## config.mk

```make
export PLATFORM = sky130hd
export DESIGN_NAME = hdlc_flag_dcd
export DESIGN_NICKNAME = d
export VERILOG_FILES = /design/src/rtl/hdlc_flag_dcd.sv
export SDC_FILE = /design/constraint.sdc
export NUM_CORES = 1
export LEC_CHECK = 0
export ABC_AREA = 1
export CORE_MARGIN = 3
export CORE_UTILIZATION = 40
export CTS_CLUSTER_DIAMETER = 30
export DETAILED_ROUTE_END_ITERATION = 10
export PLACE_DENSITY = 0.53
export SLEW_MARGIN = 20
export SYNTH_ARGS = -nofsm -noshare
export SYNTH_HDL_FRONTEND = slang
export SYNTH_SLANG_ARGS = --single-unit
```

## constraint.sdc

```tcl
create_clock -name clk -period 19.55 [get_ports clk]
set_input_delay 4.8875 -clock clk [delete_from_list [all_inputs] [get_ports clk]]
set_output_delay 4.8875 -clock clk [all_outputs]
set_load 0.05 [all_outputs]
```

## src/rtl/hdlc_flag_dcd.sv

```systemverilog
module hdlc_flag_dcd #(
  parameter int MAXFLEN = 400,
  parameter int WORD_W  = 16
) (
  input  logic              clk,
  input  logic              rst_n,
  input  logic              word_valid,
  input  logic [WORD_W-1:0] word_bits,
  output logic              dcd
);
  localparam int WIN  = 8;
  localparam int HW   = WORD_W + WIN - 1;
  localparam int CW   = $clog2(MAXFLEN + 5) + 2;
  localparam logic signed [CW-1:0] LOAD  = CW'(MAXFLEN + 4);
  localparam logic signed [CW-1:0] DRAIN = CW'(MAXFLEN - 10);
  localparam logic signed [CW-1:0] DECAY = CW'(2);

  logic [WIN-2:0]          prev_q;
  logic signed [CW-1:0]    cnt_q, cnt_d;
  logic [HW-1:0]           hist;
  logic [WORD_W-1:0]       flag_vec, abort_vec;
  logic                    flag_hit, abort_hit;

  assign hist = {word_bits, prev_q};

  for (genvar i = 0; i < WORD_W; i++) begin : g_align
    assign flag_vec[i]  = hist[i +: WIN] == 8'h7E;
    assign abort_vec[i] = &hist[i +: WIN];
  end

  assign flag_hit  = |flag_vec;
  assign abort_hit = |abort_vec;

  always_comb begin
    cnt_d = flag_hit ? LOAD : cnt_q;
    for (int i = 0; i < WORD_W; i++)
      if (abort_vec[i] && !cnt_d[CW-1]) cnt_d = cnt_d - DRAIN;
    if (!cnt_d[CW-1]) cnt_d = cnt_d - DECAY;
  end

  always_ff @(posedge clk or negedge rst_n) begin
    if (!rst_n) begin
      cnt_q  <= '0;
      prev_q <= '0;
    end else if (word_valid) begin
      cnt_q  <= cnt_d;
      prev_q <= word_bits[WORD_W-1 -: WIN-1];
    end
  end

  assign dcd = !cnt_q[CW-1] && (cnt_q != '0);
endmodule

```

Word level (Yosys, flattened, before mapping) --
Index checks and enable logic that the tools add are counted.
Operators by class: add/sub/neg operators 17, equal/unequal tests 16, muxes and demuxes 18, reduce and logical (&&, ||, !) cells 52
Operators with widths (number):
- 2-to-1 mux 11 bit | 18
- subtractor 11 x 10 -> 11 bit (second input constant) | 16
- equality test 8 x 7 -> 1 bit (second input constant) | 16
- AND reduction 8 bit | 16
- logical AND 1 bit | 17
- zero test 1 bit | 17
- OR reduction 16 bit | 1
- nonzero test 11 bit | 1
- subtractor 11 x 3 -> 11 bit (second input constant) | 1
Word-level totals: register bits after elaboration 18, bits of input ports 19, output and inout port bits 1, word-level logic and storage cells 105

Longest topological paths before layout --
Gate-level depths: netlist of run 1.
word-level depth 53, mapped depth 102, depth with buffers taken out 100

Worst setup path before layout of run 1 --
Ideal clock, no wire load.
path type input port to flip-flop, start in word_bits[0], end reg cnt_q[9], library setup time 0.117 ns, data arrival time 13.737 ns, data required time 19.433 ns, setup slack 5.696 ns, cell stages on the path 79, buffers on the path 2, path through nand2_1 -> inv_2 -> nand2_1 -> nand2_1 -> nand2_1 -> nand2_1 -> inv_1 -> nand2_1 -> nor2_4 -> nand2_1 -> ha_1 -> nand3_1 -> nand2_1 -> ha_1 -> nand4_1 -> nand2_1 -> ha_1 -> inv_1 -> (+43 left out) -> nand4_1 -> nand2_1 -> ha_1 -> nand4_1 -> nand2_1 -> ha_1 -> inv_1 -> nand3_1 -> nor2_1 -> nand3_1 -> nand2_1 -> nand2_1 -> nand2_1 -> nand2_1 -> nor2_4 -> nand4_1 -> nand3_1 -> nand2_1
Between the ends: cells in the longest elaborated chain, start to end 53, elaborated cells between the ends (all ways) 84, classes of those cells 17 x add/sub; 8 x eq/ne; 18 x mux; 41 x reduce/logical
Ends and longest elaborated chain:
- start, declared | line 8 | input logic [WORD_W-1:0] word_bits,
- parallel branches: the longest is 26 deep, another holds subtractor 11 x 10 -> 11 bit
- 2-to-1 mux 11 bit (*) | line 37 | if (abort_vec[i] && !cnt_d[CW-1]) cnt_d = cnt_d - DRAIN;
- parallel branches: the longest is 2 deep, another holds subtractor 11 x 10 -> 11 bit
- 2-to-1 mux 11 bit (*) | line 37
- parallel branches: the longest is 2 deep, another holds subtractor 11 x 10 -> 11 bit
- 2-to-1 mux 11 bit (*) | line 37
- parallel branches: the longest is 2 deep, another holds subtractor 11 x 10 -> 11 bit
- 2-to-1 mux 11 bit (*) | line 37
- (+6 left out)
- parallel branches: the longest is 2 deep, another holds subtractor 11 x 10 -> 11 bit
- 2-to-1 mux 11 bit (*) | line 37
- parallel branches: the longest is 2 deep, another holds subtractor 11 x 10 -> 11 bit
- 2-to-1 mux 11 bit (*) | line 37
- parallel branches: the longest is 2 deep, another holds subtractor 11 x 10 -> 11 bit
- 2-to-1 mux 11 bit (*) | line 37
- subtractor 11 x 3 -> 11 bit | line 38 | if (!cnt_d[CW-1]) cnt_d = cnt_d - DECAY;
- 2-to-1 mux 11 bit (*) | line 38
- end signal, assigned | line 46 | cnt_q <= cnt_d;
- end, declared | line 19 | logic signed [CW-1:0] cnt_q, cnt_d;
Every way passes the cells marked *. A chain may end at the register's enable or synchronous reset.

Worst setup path in the final report of run 1 --
start in word_bits[6], end reg cnt_q[9]
Between the ends: cells in the longest elaborated chain, start to end 53, elaborated cells between the ends (all ways) 84, classes of those cells 17 x add/sub; 8 x eq/ne; 18 x mux; 41 x reduce/logical
Ends and longest elaborated chain (line):
- parallel branches: the longest is 44 deep, another holds subtractor 11 x 10 -> 11 bit
- 2-to-1 mux 11 bit (*) | 37
- parallel branches: the longest is 2 deep, another holds subtractor 11 x 10 -> 11 bit
- 2-to-1 mux 11 bit (*) | 37
- parallel branches: the longest is 2 deep, another holds subtractor 11 x 10 -> 11 bit
- 2-to-1 mux 11 bit (*) | 37
- subtractor 11 x 3 -> 11 bit | 38
- 2-to-1 mux 11 bit (*) | 38
Marked as above.

==> flow_metrics.env, run 1 <==
export IMPL_finalClockSkew_ns=0.000432
export IMPL_period_share=0.815
export IMPL_place_hpwl_mm=16.4
export IMPL_fin_crit_ns=15.93
export IMPL_synth_edf_count=0
export IMPL_dieArea_um2=19400
export IMPL_cts_sinks=17
export IMPL_synth_warnings=0
export IMPL_viasPerCell=4.96
export IMPL_maxSlewHeadroom=0.425
export IMPL_avgSynthCellArea_um2=4.99
export IMPL_crit_path_end_kind="flip-flop"
export IMPL_status="finished clean"
export IMPL_p_seq_frac=0.067
export IMPL_port_buffers=19
export IMPL_vias=8236
export IMPL_start_util=0.409
export IMPL_wirelength_mm=19.2
export IMPL_internal_power_uw=302
export IMPL_fmax_mhz=62.8
export IMPL_p_sw_frac=0.638
export IMPL_synth_adder_area_share=0.0300
export IMPL_finalNetCount=1474
export IMPL_post_cts_buffers=0
export IMPL_p_per_area_nw_per_um2=110
export IMPL_ys_ff_latch=17
export IMPL_cts_resized=0
export IMPL_hold_start="cnt_q[9]"
export IMPL_hp_class="flip-flop to flip-flop"
export IMPL_worstPathRequired_ns=19.67
export IMPL_num_rows=48
export IMPL_cts_tree="yes"
export IMPL_p_leak_uw=0.00408
export IMPL_synthCells=1422
export IMPL_holdPathEnd="cnt_q[9]"
export IMPL_arrival_ns=16.06
export IMPL_syn_area_um2=7100
export IMPL_finalMaxSlewViolations=0
export IMPL_ctsHtreeMaxLevel=1
export IMPL_mostFrequentLayoutCell="nand2_1"
export IMPL_synth_compound_area_frac=0.0524
export IMPL_max_slew_worst_pin_slew_ns=0.855
export IMPL_cts_buffer_depth=2
export IMPL_drt_initial_drc_count=545
export IMPL_path_max_fanout=11
export IMPL_crit_family="simple AND/OR/NAND/NOR gates"
export IMPL_rrSetupSlack_ns=8.51
export IMPL_fin_util=0.437
export IMPL_drc=0
export IMPL_setup_worst_path_class="primary input to flip-flop"
export IMPL_max_cap_viol_count=0
export IMPL_setup_viol=0
export IMPL_diodes=0
export IMPL_antenna_found_initial=0
export IMPL_rsz0062_at_grt="no"
export IMPL_ios=20
export IMPL_grt_max_degree=23
export IMPL_whs_path_depth=2
export IMPL_tns_ns=0
export IMPL_r2r_start="prev_q[6]"
export IMPL_clock_latency_ns=0.24
export IMPL_critical_path_slowest_cell="clkdlybuf4s50_1"
export IMPL_crit_top_cell="nand2_1"
export IMPL_root_buffer="clkbuf_16"
export IMPL_synthesis_nets=1458
export IMPL_first_pass_iters=5
export IMPL_crit_buf_inv=8
export IMPL_clk_pin_slew_ns=0.05
export IMPL_antenna_left=0
export IMPL_max_vdd_ir_drop_mv=0.0587
export IMPL_grt_usage=0.194
export IMPL_syn_to_final_growth_pct=6.77
export IMPL_numCtsBuffers=3
export IMPL_gr_total_overflow=0
export IMPL_synth_top_family_by_area="simple AND/OR/NAND/NOR gates"
export IMPL_core_area_um2=17400
export IMPL_hold_viol_final=0
export IMPL_gp_congestion=0.896
export IMPL_cp_slowest_stage_delay_ns=0.62
export IMPL_reg2reg_depth=85
export IMPL_die_width_um=139
export IMPL_hold_buffers=0
export IMPL_critical_path_depth=86
export IMPL_ys_dominant_reg_cell="dfrtp_1"
export IMPL_drive_above_1_share=0.121
export IMPL_grt_pass1_vias=7354
export IMPL_mostFrequentLayoutCells="nand2_1 (621), inv_1 (159), nor2_1 (145)"
export IMPL_ys_seq_area_frac=0.0599
export IMPL_fill_cells=2013
export IMPL_synthXorXnorAreaFrac=0.00828
export IMPL_share_comb_of_total_power=0.885
export IMPL_critPathLaunchType="primary input"
export IMPL_synthSimpleGateAreaFrac=0.733
export IMPL_synth_distinct_cells=40
export IMPL_async_flop_share=1.00
export IMPL_grt_pass1_wl_mm=33.4
export IMPL_synthMuxAreaShare=0
export IMPL_switching_power_uw=533
export IMPL_die_h_um=139
export IMPL_p_clk_frac=0.048
export IMPL_rr_endpoint="cnt_q[9]"
export IMPL_wl_per_cell_um=11.5
-- cells in the mapped netlist, types with 2 or more instances --
library cell / count / area (µm²)
nand2_1: 621 / 2330
inv_1: 159 / 597
nor2_1: 145 / 544
nand3_1: 132 / 661
nand4_1: 65 / 407
nand2_2: 52 / 325
inv_2: 32 / 120
nor2_2: 22 / 138
nor2_4: 18 / 203
dfrtp_1: 17 / 425
ha_1: 17 / 213
nand3b_1: 17 / 128
o21ai_1: 15 / 75.1
a21oi_1: 12 / 60.1
nand3_2: 12 / 120
nand3_4: 11 / 193
o21ai_0: 11 / 55.1
nor3_1: 7 / 35.0
o21bai_1: 7 / 52.6
a21oi_2: 6 / 52.6
nand2_4: 6 / 67.6
buf_6: 5 / 56.3
clkinv_1: 4 / 15.0
inv_4: 4 / 25.0
nor4_1: 3 / 18.8
xor2_1: 3 / 26.3
a31oi_1: 2 / 12.5
buf_2: 2 / 10.0
nor3_2: 2 / 20.0
o21ai_2: 2 / 17.5
o22ai_1: 2 / 12.5
-- tightest hold or removal path, stage by stage, from the launching register on --
cell and delay [ns]:
dfrtp_1 0.36, nand2_1 0.06, nand2_1 0.06
-- registers in the layout, summed over array words and instances, names as in the netlist --
name	cells
cnt_q	10
prev_q	7
-- through the flow --
stage	power [µW]	hold WS [ns]	setup slack (ns)	instances	cell area, µm²
5_1_grt	957	0.541	2.15	1662	7580
3_5_place_dp	793	0.507	3.43	1658	7500
2_1_floorplan	650	0.464	5.70	1422	7100
6_report	834	0.524	3.62	1662	7580
3_3_place_gp	793	0.497	3.37	1658	7500
4_1_cts	837	0.520	3.63	1662	7580
-- power groups by stage --
stage	Combinational, µW	Sequential [µW]	Clock, µW
finish	738	56.3	40.1
global route	855	58.3	43.5
CTS	740	56.3	41.1
detailed placement	736	56.9	0
global placement	736	57.0	0
floorplan	597	53.7	0
-- final cells by class --
cell class / count / area [µm²] / share of cell area
Timing Repair Buffer: 19 / 190 / 0.0251
Tap cell: 225 / 282 / 0.0371
Multi-Input combinational cell: 1198 / 5850 / 0.771
Clock buffer: 4 / 78.8 / 0.0104
Inverter: 199 / 757 / 0.0999
Sequential cell: 17 / 425 / 0.0561
-- routing by layer --
| layer | share of wire | wire (µm) | vias to the layer above | global-route usage |
|---|---|---|---|---|
| met3 | 0.024 | 467 | 6 | 0.0131 |
| met4 | 0.0047 | 90 | 0 | 0.0103 |
| met2 | 0.45 | 8540 | 95 | 0.324 |
| met5 | 0 | 0 | - | 0 |
| met1 | 0.53 | 10100 | 3610 | 0.287 |
| li1 | - | - | 4525 | - |
-- how the worst max path moves through the flow --
stage	startpoint	end	slack (ns)
CTS	word_bits[6]	cnt_q[9]	3.63
detailed placement	word_bits[6]	cnt_q[9]	3.43
global route	word_bits[0]	cnt_q[9]	2.15
global placement	word_bits[6]	cnt_q[9]	3.37
finish	word_bits[6]	cnt_q[9]	3.62
floorplan	word_bits[0]	cnt_q[9]	5.70
-- kinds of logic after synthesis --
| group | Yosys count |
|---|---|
| AND/OR/NAND/NOR | 1115 |
| adder cells (fa/ha/maj) | 17 |
| AO/OA/AOI/OAI | 61 |
| XOR/XNOR | 5 |
| buffers and inverters | 207 |
| flip-flops | 17 |
(Power assumes the default switching activity.)
==> run 2, diff against run 1 <==
==> constraint.sdc (replaced) <==
create_clock -name clk -period 16.55 [get_ports clk]
set_input_delay 4.1375 -clock clk [delete_from_list [all_inputs] [get_ports clk]]
set_output_delay 4.1375 -clock clk [all_outputs]
set_load 0.05 [all_outputs]
==> flow_metrics.env, run 2 (same netlist as run 1, synthesis figures left out) <==
export IMPL_status="finished clean"
export IMPL_die_h_um=139
export IMPL_first_pass_iters=5
export IMPL_setup_worst_path_class="primary input to flip-flop"
export IMPL_critical_path_slowest_cell="clkdlybuf4s50_1"
export IMPL_multi_input_comb_area_um2=5860
export IMPL_hold_buffers=0
export IMPL_ctsHtreeMaxLevel=1
export IMPL_p_clk_frac=0.048
export IMPL_fin_ws_ns=1.59
export IMPL_grt_pass1_vias=7364
export IMPL_place_hpwl_mm=16.4
export IMPL_mostFrequentLayoutCells="nand2_1 (620), inv_1 (159), nor2_1 (145)"
export IMPL_largest_reg_flops=10
export IMPL_reg_top3="cnt_q (10), prev_q (7)"
export IMPL_max_slew_worst_pin_slew_ns=0.867
export IMPL_critPathLaunchType="primary input"
export IMPL_drc=0
export IMPL_fill_cells=2018
export IMPL_clock_latency_ns=0.24
export IMPL_core_area_um2=17400
export IMPL_crit_path_end_kind="flip-flop"
export IMPL_antenna_left=0
export IMPL_clk_pin_slew_ns=0.05
export IMPL_start_util=0.409
export IMPL_period_share=0.904
export IMPL_die_width_um=139
export IMPL_p_seq_frac=0.067
export IMPL_finalNetCount=1474
export IMPL_finalClockSkew_ns=0.00112
export IMPL_fin_crit_ns=14.96
export IMPL_grt_pass1_wl_mm=33.8
export IMPL_max_cap_viol_count=0
export IMPL_pre_cts_ws_ns=1.22
export IMPL_diodes=0
export IMPL_port_buffers=19
export IMPL_ios=20
export IMPL_root_buffer="clkbuf_16"
export IMPL_finalPower_uw=986
export IMPL_cts_buffer_depth=2
export IMPL_cp_slowest_stage_delay_ns=0.63
export IMPL_vias=8264
export IMPL_drt_initial_drc_count=471
export IMPL_top_register="cnt_q"
export IMPL_internal_power_uw=357
export IMPL_syn_to_final_growth_pct=7.02
export IMPL_maxSlewHeadroom=0.417
export IMPL_dieArea_um2=19400
export IMPL_antenna_found_initial=0
export IMPL_p_per_area_nw_per_um2=130
export IMPL_gr_total_overflow=0
export IMPL_rrSetupSlack_ns=5.72
export IMPL_path_max_fanout=11
export IMPL_gp_congestion=0.895
export IMPL_wirelength_mm=19.2
export IMPL_arrival_ns=15.08
export IMPL_grt_usage=0.196
export IMPL_fmax_mhz=66.8
export IMPL_drive_above_1_share=0.122
export IMPL_p_leak_uw=0.00408
export IMPL_hold_viol_final=0
export IMPL_setup_viol=0
export IMPL_wl_per_cell_um=11.5
export IMPL_crit_top_cell="nand2_1"
export IMPL_switching_power_uw=629
export IMPL_mostFrequentLayoutCell="nand2_1"
export IMPL_regArea_um2=425
export IMPL_viasPerCell=4.97
export IMPL_finalMaxSlewViolations=0
export IMPL_cts_tree="yes"
export IMPL_tns_ns=0
export IMPL_grt_max_degree=23
export IMPL_numCtsBuffers=3
export IMPL_cts_sinks=17
export IMPL_share_comb_of_total_power=0.885
export IMPL_max_vdd_ir_drop_mv=0.0588
export IMPL_p_sw_frac=0.638
export IMPL_worstPathRequired_ns=16.67
export IMPL_num_rows=48
export IMPL_rsz0062_at_grt="no"
export IMPL_hp_class="flip-flop to flip-flop"
## run 2: final cells by class
type | instances | area share
multi-input cells | 1198 | 0.772
inverters | 199 | 0.0997
flip-flops and latches | 17 | 0.0560
well taps | 225 | 0.0371
repair buffers | 19 | 0.0250
clock buffers | 4 | 0.0104
## run 2: routing by layer
layer | global-route usage | up-vias | routed length (µm)
met2 | 0.320 | 90 | 8500
li1 | - | 4543 | -
met5 | 0 | - | 0
met3 | 0.0113 | 8 | 433
met1 | 0.297 | 3623 | 10100
met4 | 0.0129 | 0 | 95
## run 2: final timing paths
path                                    from   endpoint  cells past startpoint
worst max-delay path            word_bits[6]   cnt_q[9]                     80
worst min-delay path                cnt_q[8]   cnt_q[8]                      2
worst max register to register     prev_q[6]   cnt_q[9]                     79
worst min register to register      cnt_q[8]   cnt_q[8]                      2
max in group asynchronous              rst_n  prev_q[5]                      1
min in group asynchronous              rst_n   cnt_q[6]                      1
## run 2: metrics by stage
step	hold slack [ns]	std cells	area (µm²)	util
2_1_floorplan	0.464	1422	7100	-
3_3_place_gp	0.497	1658	7500	0.432
3_5_place_dp	0.509	1658	7500	0.432
4_1_cts	0.519	1662	7580	0.437
5_1_grt	0.550	1662	7600	0.438
6_report	0.523	1662	7600	0.438
## run 2: power by group through the flow
| stage | registers [µW] | clock network [µW] | logic (µW) |
|---|---|---|---|
| 2_1_floorplan | 63.4 | 0 | 705 |
| 3_3_place_gp | 67.3 | 0 | 869 |
| 3_5_place_dp | 67.1 | 0 | 867 |
| 4_1_cts | 66.4 | 48.5 | 872 |
| 5_1_grt | 68.9 | 50.5 | 1010 |
| 6_report | 66.3 | 47.4 | 872 |
## run 2: worst max-delay path: cells and delay by family
| kind | cells | cell delay, ns |
|---|---|---|
| fa+ha+maj | 10 | 2.71 |
| buf+inv | 7 | 1.06 |
| compound gates | 1 | 0.18 |
| simple gates | 62 | 6.98 |
## run 2: timing repair
item | CTS | global route
setup endpoints to repair | 0 | 4
setup buffers | 0 | 0
resized for setup | 0 | 3
==> run 3, diff against run 2 <==
--- a/config.mk
+++ b/config.mk
@@ -7,10 +7,11 @@
 export LEC_CHECK = 0
 export ABC_AREA = 1
 export CORE_MARGIN = 3
-export CORE_UTILIZATION = 40
+export CORE_UTILIZATION = 61
 export CTS_CLUSTER_DIAMETER = 30
 export DETAILED_ROUTE_END_ITERATION = 10
-export PLACE_DENSITY = 0.53
+export GPL_TIMING_DRIVEN = 0
+export PLACE_DENSITY = 0.76
 export SLEW_MARGIN = 20
 export SYNTH_ARGS = -nofsm -noshare
 export SYNTH_HDL_FRONTEND = slang
==> flow_metrics.env, run 3 (same netlist as run 1, synthesis figures left out) <==
export IMPL_clk_pin_slew_ns=0.05
export IMPL_period_share=0.900
export IMPL_wirelength_mm=17.4
export IMPL_gr_total_overflow=0
export IMPL_setup_worst_path_class="primary input to flip-flop"
export IMPL_hp_class="flip-flop to flip-flop"
export IMPL_cp_slowest_stage_delay_ns=0.60
export IMPL_drc=0
export IMPL_ios=20
export IMPL_top_register="cnt_q"
export IMPL_dieArea_um2=13000
export IMPL_port_buffers=19
export IMPL_critPathLaunchType="primary input"
export IMPL_die_width_um=114
export IMPL_rrSetupSlack_ns=5.78
export IMPL_path_max_fanout=10
export IMPL_fin_crit_ns=14.89
export IMPL_crit_path_end_kind="flip-flop"
export IMPL_finalClockSkew_ns=0.00506
export IMPL_largest_reg_flops=10
export IMPL_place_hpwl_mm=14.8
export IMPL_cts_buffer_depth=2
export IMPL_drive_above_1_share=0.125
export IMPL_ctsHtreeMaxLevel=1
export IMPL_critical_path_depth=85
export IMPL_grt_pass1_wl_mm=31.1
export IMPL_final_cell_count_no_fill=1585
export IMPL_vias=8362
export IMPL_p_per_area_nw_per_um2=129
export IMPL_critical_path_slowest_cell="clkdlybuf4s50_1"
export IMPL_crit_buf_inv=9
export IMPL_crit_top_cell="nand2_1"
export IMPL_place_inst=1581
export IMPL_reg2reg_depth=85
export IMPL_hold_buffers=0
export IMPL_reg_top3="cnt_q (10), prev_q (7)"
export IMPL_regArea_um2=425
export IMPL_r2r_start="prev_q[2]"
export IMPL_die_h_um=114
export IMPL_start_util=0.638
export IMPL_fmax_mhz=67.1
export IMPL_max_cap_viol_count=0
export IMPL_viasPerCell=5.28
export IMPL_maxSlewHeadroom=0.406
export IMPL_fill_cells=1131
export IMPL_critPathCapture="cnt_q[8]"
export IMPL_diodes=0
export IMPL_syn_to_final_growth_pct=6.26
export IMPL_max_slew_worst_pin_slew_ns=0.882
export IMPL_grt_max_degree=18
export IMPL_gp_congestion=0.923
export IMPL_grt_usage=0.275
export IMPL_setup_viol=0
export IMPL_numCtsBuffers=3
export IMPL_hold_viol_final=0
export IMPL_rr_endpoint="cnt_q[8]"
export IMPL_place_area_um2=7460
export IMPL_first_pass_iters=5
export IMPL_cts_sinks=17
export IMPL_finalNetCount=1482
export IMPL_final_area_um2=7540
export IMPL_drt_initial_drc_count=592
export IMPL_tns_ns=0
export IMPL_antenna_found_initial=0
export IMPL_finalMaxSlewViolations=0
export IMPL_p_leak_uw=0.00412
export IMPL_mostFrequentLayoutCell="nand2_1"
export IMPL_multi_input_comb_area_um2=5850
export IMPL_crit_family="simple AND/OR/NAND/NOR gates"
export IMPL_core_area_um2=11100
export IMPL_worstPathRequired_ns=16.68
export IMPL_status="finished clean"
export IMPL_grt_pass1_vias=7264
export IMPL_cts_tree="yes"
export IMPL_post_cts_buffers=0
export IMPL_rsz0062_at_grt="no"
export IMPL_arrival_ns=15.02
export IMPL_max_vdd_ir_drop_mv=0.0874
export IMPL_critPathLaunch="word_bits[5]"
export IMPL_num_rows=38
export IMPL_mostFrequentLayoutCells="nand2_1 (621), inv_1 (159), nor2_1 (145)"
export IMPL_cts_resized=0
export IMPL_root_buffer="clkbuf_16"
export IMPL_antenna_left=0
export IMPL_wl_per_cell_um=11.0
export IMPL_clock_latency_ns=0.24
-- run 3: cell types whose count changed in the layout (fill, tap and decap cells not counted) --
cell	change
nand3_2	+2
nand3_4	-2
buf_6	+5
nand2_1	+1
nand2_2	-1
clkbuf_1	+1
buf_2	+2
-- run 3: how the worst min path moves through the flow --
| stage | from | end | depth (start not counted) |
|---|---|---|---|
| after floorplan | prev_q[3] | prev_q[3] | 2 |
| after detailed placement | prev_q[3] | prev_q[3] | 2 |
| final | cnt_q[9] | cnt_q[9] | 2 |
| after CTS | prev_q[3] | prev_q[3] | 2 |
| after global placement | prev_q[3] | prev_q[3] | 2 |
| after global routing | cnt_q[9] | cnt_q[9] | 2 |
-- run 3: final cells by class --
class / count / share of cell area
inverter: 199 / 0.100
clock buffer: 4 / 0.0105
sequential: 17 / 0.0564
multi-input combinational: 1198 / 0.775
timing repair buffer: 19 / 0.0252
tap: 140 / 0.0232
buffer: 8 / 0.00929
-- run 3: worst register-to-register path: cells and delay by family, from the launching register on --
family / cells / cell delay (ns)
fa+ha+maj: 8 / 2.06
simple gates: 67 / 7.27
compound gates: 1 / 0.17
buf+inv: 9 / 0.75
flops: 1 / 0.42
-- run 3: through the flow --
stage,worst slack (ns),hold slack [ns],power (µW),utilization
6_report,1.66,0.509,975,0.678
5_1_grt,0.314,0.564,1120,0.678
4_1_cts,1.73,0.509,970,0.678
3_5_place_dp,1.52,0.495,917,0.671
3_3_place_gp,1.65,0.496,901,0.671
2_1_floorplan,3.45,0.464,768,-
-- run 3: routing by layer --
metal	track usage	part of all wire
met5	0	0
met4	0.0475	0.013
met3	0.0223	0.034
met2	0.464	0.45
met1	0.387	0.51
-- run 3: where the power goes --
group / internal [µW] / switching (µW) / total (µW)
sequential: 53.5 / 13.0 / 66.5
clock: 32.6 / 14.6 / 47.2
combinational: 270 / 591 / 861
